[config.mk]
export PLATFORM = sky130hd
export DESIGN_NAME = sreg_route_top
export DESIGN_NICKNAME = d
export VERILOG_FILES = /design/src/rtl/sreg_route_pkg.sv /design/src/rtl/sreg_enc_match.sv /design/src/rtl/sreg_trap_gate.sv /design/src/rtl/sreg_route_chain.sv /design/src/rtl/sreg_route_top.sv
export SDC_FILE = /design/constraint.sdc
export NUM_CORES = 1
export LEC_CHECK = 0
export ABC_AREA = 1
export BUFFER_PORTS_ARGS = -buffer_cell sky130_fd_sc_hd__buf_4
export CAP_MARGIN = 20
export CORE_ASPECT_RATIO = 1.1
export CORE_MARGIN = 5
export CORE_UTILIZATION = 38
export CTS_BUF_LIST = sky130_fd_sc_hd__clkbuf_4
export CTS_CLUSTER_DIAMETER = 120
export DETAILED_ROUTE_END_ITERATION = 16
export GPL_ROUTABILITY_DRIVEN = 0
export PLACE_DENSITY = 0.79
export SLEW_MARGIN = 20
export SYNTH_ARGS = -nofsm -noshare
export SYNTH_HDL_FRONTEND = slang
export SYNTH_SLANG_ARGS = --single-unit
[constraint.sdc]
create_clock -name clk -period 0.8 [get_ports clk]
set_input_delay 0 -clock clk [delete_from_list [all_inputs] [get_ports clk]]
set_output_delay 0 -clock clk [all_outputs]
set_load 0.01 [all_outputs]
[src/rtl/sreg_route_pkg.sv]
package sreg_route_pkg;

    localparam int CLS_W = 6;
    localparam int OFS_W = 12;

    localparam logic [1:0] ENC_OP0       = 2'd3;
    localparam logic [2:0] ENC_OP1_DIR   = 3'd0;
    localparam logic [2:0] ENC_OP1_ALIAS = 3'd5;
    localparam logic [3:0] ENC_CRN       = 4'd1;
    localparam logic [3:0] ENC_CRM       = 4'd0;
    localparam logic [2:0] ENC_OP2       = 3'd0;

    localparam logic [CLS_W-1:0] TRAP_CLASS = 6'h18;
    localparam logic [OFS_W-1:0] REDIR_OFS  = 12'h110;
    localparam logic [2:0]       NV_DIR_REDIR   = 3'b111;
    localparam logic [2:0]       NV_ALIAS_REDIR = 3'b101;

    typedef enum logic [2:0] {
        RT_NOMATCH  = 3'd0,
        RT_UNDEF    = 3'd1,
        RT_TRAP     = 3'd2,
        RT_MEMREDIR = 3'd3,
        RT_REG_LOW  = 3'd4,
        RT_REG_HYP  = 3'd5
    } route_e;

    typedef struct packed {
        route_e                 route;
        logic [CLS_W-1:0]       cls;
        logic [OFS_W-1:0]       ofs;
    } verdict_t;

endpackage

[src/rtl/sreg_enc_match.sv]
module sreg_enc_match
    import sreg_route_pkg::*;
(
    input  logic [1:0] enc_op0,
    input  logic [2:0] enc_op1,
    input  logic [3:0] enc_crn,
    input  logic [3:0] enc_crm,
    input  logic [2:0] enc_op2,
    output logic       hit_dir,
    output logic       hit_alias
);
    logic common_ok;

    always_comb begin
        common_ok = (enc_op0 == ENC_OP0) && (enc_crn == ENC_CRN) &&
                    (enc_crm == ENC_CRM) && (enc_op2 == ENC_OP2);
        hit_dir   = common_ok && (enc_op1 == ENC_OP1_DIR);
        hit_alias = common_ok && (enc_op1 == ENC_OP1_ALIAS);
    end
endmodule

[src/rtl/sreg_trap_gate.sv]
module sreg_trap_gate (
    input  logic is_write,
    input  logic hyp_on,
    input  logic mon_present,
    input  logic vm_trap_rd,
    input  logic vm_trap_wr,
    input  logic fgt_feat,
    input  logic fgt_mon_en,
    input  logic fgt_rd,
    input  logic fgt_wr,
    output logic vm_hit,
    output logic fgt_hit
);
    logic vm_bit;
    logic fgt_bit;
    logic fgt_allowed;

    always_comb begin
        vm_bit      = is_write ? vm_trap_wr : vm_trap_rd;
        fgt_bit     = is_write ? fgt_wr : fgt_rd;
        fgt_allowed = fgt_feat && (!mon_present || fgt_mon_en);
        vm_hit      = hyp_on && vm_bit;
        fgt_hit     = hyp_on && fgt_allowed && fgt_bit;
    end
endmodule

[src/rtl/sreg_route_chain.sv]
module sreg_route_chain
    import sreg_route_pkg::*;
(
    input  logic       hit_dir,
    input  logic       hit_alias,
    input  logic [1:0] cur_lvl,
    input  logic       host_mode,
    input  logic       vm_hit,
    input  logic       fgt_hit,
    input  logic [2:0] nv_state,
    output route_e     route
);
    always_comb begin
        route = RT_NOMATCH;
        if (hit_dir || hit_alias) begin
            if (cur_lvl == 2'd0) begin
                route = RT_UNDEF;
            end else if (hit_dir) begin
                case (cur_lvl)
                    2'd1: begin
                        if (vm_hit)                       route = RT_TRAP;
                        else if (fgt_hit)                 route = RT_TRAP;
                        else if (nv_state == NV_DIR_REDIR) route = RT_MEMREDIR;
                        else                              route = RT_REG_LOW;
                    end
                    2'd2:    route = host_mode ? RT_REG_HYP : RT_REG_LOW;
                    default: route = RT_REG_LOW;
                endcase
            end else begin
                if (cur_lvl == 2'd1) begin
                    if (nv_state == NV_ALIAS_REDIR) route = RT_MEMREDIR;
                    else if (nv_state[0])           route = RT_TRAP;
                    else                            route = RT_UNDEF;
                end else begin
                    route = host_mode ? RT_REG_LOW : RT_UNDEF;
                end
            end
        end
    end
endmodule

[src/rtl/sreg_route_top.sv]
module sreg_route_top
    import sreg_route_pkg::*;
(
    input  logic             clk,
    input  logic             rst_n,
    input  logic [1:0]       enc_op0,
    input  logic [2:0]       enc_op1,
    input  logic [3:0]       enc_crn,
    input  logic [3:0]       enc_crm,
    input  logic [2:0]       enc_op2,
    input  logic             is_write,
    input  logic [1:0]       cur_lvl,
    input  logic             hyp_on,
    input  logic             mon_present,
    input  logic             host_mode,
    input  logic             vm_trap_rd,
    input  logic             vm_trap_wr,
    input  logic             fgt_feat,
    input  logic             fgt_mon_en,
    input  logic             fgt_rd,
    input  logic             fgt_wr,
    input  logic [2:0]       nv_state,
    output logic [2:0]       route_q,
    output logic [CLS_W-1:0] trap_class_q,
    output logic [OFS_W-1:0] mem_ofs_q
);
    logic     hit_dir;
    logic     hit_alias;
    logic     vm_hit;
    logic     fgt_hit;
    route_e   route_c;
    verdict_t v_d;
    verdict_t v_q;

    sreg_enc_match u_match (
        .enc_op0   (enc_op0),
        .enc_op1   (enc_op1),
        .enc_crn   (enc_crn),
        .enc_crm   (enc_crm),
        .enc_op2   (enc_op2),
        .hit_dir   (hit_dir),
        .hit_alias (hit_alias)
    );

    sreg_trap_gate u_gate (
        .is_write    (is_write),
        .hyp_on      (hyp_on),
        .mon_present (mon_present),
        .vm_trap_rd  (vm_trap_rd),
        .vm_trap_wr  (vm_trap_wr),
        .fgt_feat    (fgt_feat),
        .fgt_mon_en  (fgt_mon_en),
        .fgt_rd      (fgt_rd),
        .fgt_wr      (fgt_wr),
        .vm_hit      (vm_hit),
        .fgt_hit     (fgt_hit)
    );

    sreg_route_chain u_chain (
        .hit_dir   (hit_dir),
        .hit_alias (hit_alias),
        .cur_lvl   (cur_lvl),
        .host_mode (host_mode),
        .vm_hit    (vm_hit),
        .fgt_hit   (fgt_hit),
        .nv_state  (nv_state),
        .route     (route_c)
    );

    always_comb begin
        v_d.route = route_c;
        v_d.cls   = (route_c == RT_TRAP)     ? TRAP_CLASS : '0;
        v_d.ofs   = (route_c == RT_MEMREDIR) ? REDIR_OFS  : '0;
    end

    always_ff @(posedge clk or negedge rst_n) begin
        if (!rst_n) begin
            v_q <= '{route: RT_NOMATCH, cls: '0, ofs: '0};
        end else begin
            v_q <= v_d;
        end
    end

    assign route_q      = v_q.route;
    assign trap_class_q = v_q.cls;
    assign mem_ofs_q    = v_q.ofs;

    AST_NO_MATCH_PASS: assert property (@(posedge clk) disable iff (!rst_n)
        (!hit_dir && !hit_alias) |=> (route_q == RT_NOMATCH));
    AST_LVL0_UNDEF: assert property (@(posedge clk) disable iff (!rst_n)
        ((hit_dir || hit_alias) && cur_lvl == 2'd0) |=> (route_q == RT_UNDEF));
    AST_VM_TRAP_FIRST: assert property (@(posedge clk) disable iff (!rst_n)
        (hit_dir && cur_lvl == 2'd1 && hyp_on && (is_write ? vm_trap_wr : vm_trap_rd))
        |=> (route_q == RT_TRAP));
    AST_HYP_REG_SOURCE: assert property (@(posedge clk) disable iff (!rst_n)
        (route_q == RT_REG_HYP) |-> ($past(cur_lvl) == 2'd2 && $past(host_mode)));
    AST_ALIAS_HIGH_UNDEF: assert property (@(posedge clk) disable iff (!rst_n)
        (hit_alias && cur_lvl >= 2'd2 && !host_mode) |=> (route_q == RT_UNDEF));
    AST_CLASS_ONLY_TRAP: assert property (@(posedge clk) disable iff (!rst_n)
        (route_q != RT_TRAP) |-> (trap_class_q == '0));
    AST_OFS_ON_REDIR: assert property (@(posedge clk) disable iff (!rst_n)
        (route_q == RT_MEMREDIR) |-> (mem_ofs_q == REDIR_OFS));
endmodule

==> flow_summary.yaml, run 1 <==
placed_design:
  hpwl_um: 1340
  port_buffers: 39
final_layout:
  nets: 179
  antenna_cells: 0
  area_delta_synth_final_pct: 69.2
  drive_gt1_frac: 0.500
  regArea_sq_um: 125
  multiInputGateArea_sq_um: 422
  fillers: 128
floorplanning:
  core.rowCount: 15
  dieArea_sq_um: 2530
  die_x_um: 48.5
  die_y_um: 52.3
  boundaryPins: 54
  start_util: 0.397
  coreArea_sq_um: 1560
min_path:
  hold_class: "primary input to async pin"
setup_path:
  cp_max_fo: 5
  crit_slowest_cell: "nor2_4"
  crit_arrival_ns: 1.05
  worstSetupEndpointType: "register"
  critPathLaunch: "enc_op2[2]"
  max_stage_delay_ns: 0.14
  critical_path_required_ns: 0.97
  crit_chain: "buf_6, nor2_2, nand2_2, nor2_4, nand3_4, nor2_4, nand3b_1, nand2_1, nand2_1, nor2_1"
  cp-start-kind: "primary input"
  path_class: "primary input to register"
logic_synthesis:
  yosys_most_used_dff: "dfrtp_1"
  yosysWarnings: 0
  async_flop_share: 1.00
  ys_seq_area_frac: 0.202
  synthCells: 96
  synth_area_leaders: "dfrtp_1 20%, buf_4 19%, nand2_1 13%"
  synth_area_sq_um: 618
  yosysTopAreaCell: "dfrtp_1"
  synth_edf_count: 0
  synth.distinct_cells: 19
  synth.top_cell.area_share: 0.202
  synth-seq-cells: 5
  syn_area_per_cell_sq_um: 6.44
timing:
  fin_setup_tns_ns: -0.200
  fin_crit_sh: 1.10
  rsz0062_at_grt: "yes"
  clock.fmax_mhz: 1130
  finalSetupViolations: 3
  post-route-min-period_ns: 0.882
  fin_ws_ns: -0.0822
  hold_viol: 0
  slew_viol_final: 0
  hold_ws_ns: 0.0908
clock_tree:
  htreeDepth: 1
  clock-sinks: 5
  cts_tree: "done"
  cts_buffers: 3
  clk_pin_slew_ns: 0.04
  clock-root-buffer: "clkbuf_4"
  clockBufferDepth: 2
outcome:
  outcome: "complete, but fails checks"
  violations: "negative setup slack"
grt:
  grt_use_met2: 0.267
  use_met1: 0.118
  grt_pass1_vias: 655
  grt_max_degree: 6
  grt_pass1_wl_um: 2600
  grt_use_total: 0.129
  grtUsageMet3: 0.0228
  grt_overflow: 0
  grt.busiest_layer: "met2"
  antenna_found_initial: 0
job:
  cap_violations: 0
power:
  p_per_area_nw_per_um2: 869
  peakVddDrop_mv: 0.337
  leakagePower_nw: 0.597
route:
  wirelength_um: 1810
  drtPass1Iterations: 2
  drt_iter0_drc: 6
  drc: 0
  via_count: 696
  ant_nets: 0
  wire_per_inst_um: 11.4
  vias_per_cell: 4.38
==> Yosys cell counts (2+ instances only) <==
| master | count |
|---|---|
| nor2_1 | 7 |
| nand2_1 | 21 |
| inv_1 | 20 |
| o21ai_0 | 2 |
| dfrtp_1 | 5 |
| buf_4 | 16 |
| nor2_2 | 5 |
| ha_1 | 3 |
| nand3b_1 | 2 |
| nand3_1 | 6 |
==> logic make-up after synthesis <==
group                      synth area share
adders and majority gates            0.0607
buffers and inverters                 0.316
AOI/OAI and AO/OA                    0.0445
other                               0.00607
DFF                                   0.202
and+or+nand+nor                       0.370
==> cells in the final DEF, fill, tap and decap left out, drive strengths merged <==
master	count
dfrtp	5
dlygate4sd3	1
nand3b	2
clkbuf	4
ha	3
o211ai	1
nand4	2
inv	20
nand3	7
and2	1
o21ai	3
nor3	1
buf	44
a21oi	1
nor2	12
conb	14
nand2	21
==> flip-flops by register name, indices dropped and copies added, names as in the netlist <==
name and flops:
route_q 3, mem_ofs_q 1, trap_class_q 1
==> stage by stage <==
step,power [mW],setup WS (ns),cell area [sq um],util,std cells
2_1_floorplan,0.420,-0.0382,682,-,109
3_3_place_gp,0.521,-0.241,898,0.577,152
3_5_place_dp,0.529,-0.262,898,0.577,152
4_1_cts,0.877,0.000120,957,0.614,157
5_1_grt,0.961,-0.172,1050,0.671,159
6_report,0.909,-0.0822,1050,0.671,159
==> layer usage <==
| layer | share of wire | routed length, um |
|---|---|---|
| met5 | 0 | 0 |
| met1 | 0.29 | 528 |
| met4 | 0.040 | 73 |
| met2 | 0.59 | 1070 |
| met3 | 0.075 | 136 |
==> area by class of cell <==
cell class / count / share of cell area
timing repair buffer: 45 / 0.354
inverter: 20 / 0.0742
clock buffer: 4 / 0.0287
tap: 17 / 0.0203
multi-input combinational: 68 / 0.403
sequential: 5 / 0.120
==> how the worst max path moves through the flow <==
| stage | to | slack, ns |
|---|---|---|
| floorplan | trap_class_q[3]$_DFF_PN0_ | -0.04 |
| finish | mem_ofs_q[4]$_DFF_PN0_ | -0.08 |
| CTS | mem_ofs_q[4]$_DFF_PN0_ | 0.0001 |
| global route | mem_ofs_q[4]$_DFF_PN0_ | -0.17 |
| detailed placement | mem_ofs_q[4]$_DFF_PN0_ | -0.26 |
| global placement | trap_class_q[3]$_DFF_PN0_ | -0.24 |
==> worst max-delay path, delay by kind of cell <==
| kind | cells | cell delay, ns |
|---|---|---|
| buffers and inverters | 1 | 0.10 |
| and+or+nand+nor | 9 | 0.95 |
==> timing repair <==
action,4_1_cts,5_1_grt
buffers inserted,0,2
cloned,0,0
pin swaps,6,15
resized for setup,5,22
endpoints found under the hold margin,5,0
endpoints found under the setup margin,2,5
hold buffers,1,0
==> power by group <==
part           leakage (nW)  switching, mW  internal (mW)
Combinational         0.509          0.157          0.170
Clock                0.0184          0.105          0.222
Sequential           0.0699    0.000000829          0.254
Total                 0.597          0.262          0.647
Note: power is estimated with default switching activity, not from simulation.
==> inputs of run 2 (changes only) <==
--- a/config.mk
+++ b/config.mk
@@ -15,7 +15,7 @@
 export CTS_CLUSTER_DIAMETER = 120
 export DETAILED_ROUTE_END_ITERATION = 16
 export GPL_ROUTABILITY_DRIVEN = 0
-export PLACE_DENSITY = 0.79
+export PLACE_DENSITY_LB_ADDON = 0.25
 export SLEW_MARGIN = 20
 export SYNTH_ARGS = -nofsm -noshare
 export SYNTH_HDL_FRONTEND = slang
==> run 2 against run 1 <==
Effect of this change:
- non-clock buffer count down 2
- the flow now finishes without violations
- worst setup slack better by 0.084 ns
- flip-flop and latch count unchanged
- first-iteration DRC count up 17%
- highest routed layer unchanged
- global-route usage down 2.4 points
- core utilization down 4.3 points
- critical path depth up 1
- sequential power about the same
==> flow_summary.yaml, run 2 (synthesized netlist as in run 1, its figures left out) <==
setup_path:
  cp-start-kind: "primary input"
  path_class: "primary input to register"
  worstSetupEndpointType: "register"
  critical_path_required_ns: 0.93
  cp_max_fo: 5
  critPathLaunch: "enc_crm[3]"
  endpoint: "trap_class_q[3]$_DFF_PN0_"
  crit_arrival_ns: 0.93
final_layout:
  final_common_cell: "buf_4"
  regArea_sq_um: 125
  area_delta_synth_final_pct: 58.3
  antenna_cells: 0
  multiInputGateArea_sq_um: 375
  final_cell_mix: "35 x buf_4, 20 x nand2_1, 19 x inv_1"
  largest_reg_flops: 3
  nets: 177
  fillers: 149
  drive_gt1_frac: 0.436
timing:
  fin_setup_tns_ns: 0
  fin_ws_ns: 0.00227
  hold_viol: 0
  post-route-min-period_ns: 0.798
  fin_crit_sh: 0.997
  clock.fmax_mhz: 1250
  finalSetupViolations: 0
  slew_viol_final: 0
  rsz0062_at_grt: "yes"
floorplanning:
  die_x_um: 48.5
  start_util: 0.397
  die_y_um: 52.3
  boundaryPins: 54
  coreArea_sq_um: 1560
  dieArea_sq_um: 2530
  core.rowCount: 15
grt:
  grt.busiest_layer: "met2"
  grt_use_total: 0.105
  grt_overflow: 0
  grtUsageMet3: 0.0256
  use_met1: 0.107
  grt_use_met2: 0.191
  grt_pass1_wl_um: 2140
  grt_max_degree: 6
  grt_pass1_vias: 575
  antenna_found_initial: 0
route:
  drt_iter0_drc: 7
  vias_per_cell: 4.16
  ant_nets: 0
  drtPass1Iterations: 5
  via_count: 653
  wire_per_inst_um: 8.96
  wirelength_um: 1410
  drc: 0
job:
  cap_violations: 0
outcome:
  outcome: "finished, final reports clean"
clock_tree:
  htreeDepth: 1
  clockBufferDepth: 2
  clock-sinks: 5
  clk_pin_slew_ns: 0.04
  clock-root-buffer: "clkbuf_4"
  cts_tree: "done"
  cts_buffers: 3
power:
  leakagePower_nw: 0.585
  p_per_area_nw_per_um2: 888
  peakVddDrop_mv: 0.351
min_path:
  hold_class: "primary input to async pin"
placed_design:
  hpwl_um: 1270
  pre_cts_ws_ns: -0.259
  port_buffers: 39
==> run 2: cell count changes in the layout (fill, tap and decap cells not counted), sizes merged <==
cell	before	now
buf	44	42
==> run 2: cell type report <==
class,count,area share
tap,17,0.0217
clock buffer,4,0.0307
timing repair buffer,43,0.359
inverter,20,0.0767
sequential,5,0.128
multi-input combinational,68,0.384
==> run 2: routing by layer <==
metal  up-vias  wire (um)
met4         0         20
met5         -          0
met2        29        839
met3         4        135
li1        345          -
met1       275        412
==> run 2: timing repair <==
item                       4_1_cts  5_1_grt
setup endpoints to repair        1        4
pin swaps                        0        5
hold buffers                     1        0
buffers inserted                 0        0
hold endpoints to repair         5        0
cloned                           0        0
resized for setup                1       10
==> run 2: worst max-delay path, stage by stage <==
cell and delay [ns]:
buf_6 0.09, nor2_2 0.09, nand2_1 0.06, nor2_2 0.13, nand3_2 0.13, nor2_2 0.13, nand2_1 0.06, nand3_1 0.06
nand2_1 0.07, inv_1 0.06, nor2_1 0.04
==> run 2: worst min-delay path by stage <==
stage,startpoint,to,slack [ns],cells after the start
after floorplan,rst_n,mem_ofs_q[4]$_DFF_PN0_,-0.30,0
after global placement,rst_n,route_q[2]$_DFF_PN0_,-0.20,1
after detailed placement,rst_n,route_q[2]$_DFF_PN0_,-0.20,1
after CTS,rst_n,route_q[2]$_DFF_PN0_,0.09,2
after global routing,rst_n,route_q[1]$_DFF_PN0_,0.11,2
final,rst_n,route_q[0]$_DFF_PN0_,0.09,2
==> run 2: metrics by stage <==
step           power [mW]  cell area [sq um]  hold WS, ns  utilization  std cells
2_1_floorplan       0.420                682       -0.296            -        109
3_3_place_gp        0.521                898       -0.200        0.577        152
3_5_place_dp        0.526                898       -0.198        0.577        152
4_1_cts             0.863                945       0.0914        0.606        157
5_1_grt             0.923                978        0.105        0.628        157
6_report            0.869                978       0.0948        0.628        157
==> run 2: where the power goes <==
part           internal (mW)  total [mW]  leakage, nW  switching (mW)
Sequential             0.254       0.254       0.0699     0.000000775
Combinational          0.162       0.293        0.497           0.131
Clock                  0.222       0.322       0.0184          0.0997
Total                  0.639       0.869        0.585           0.230
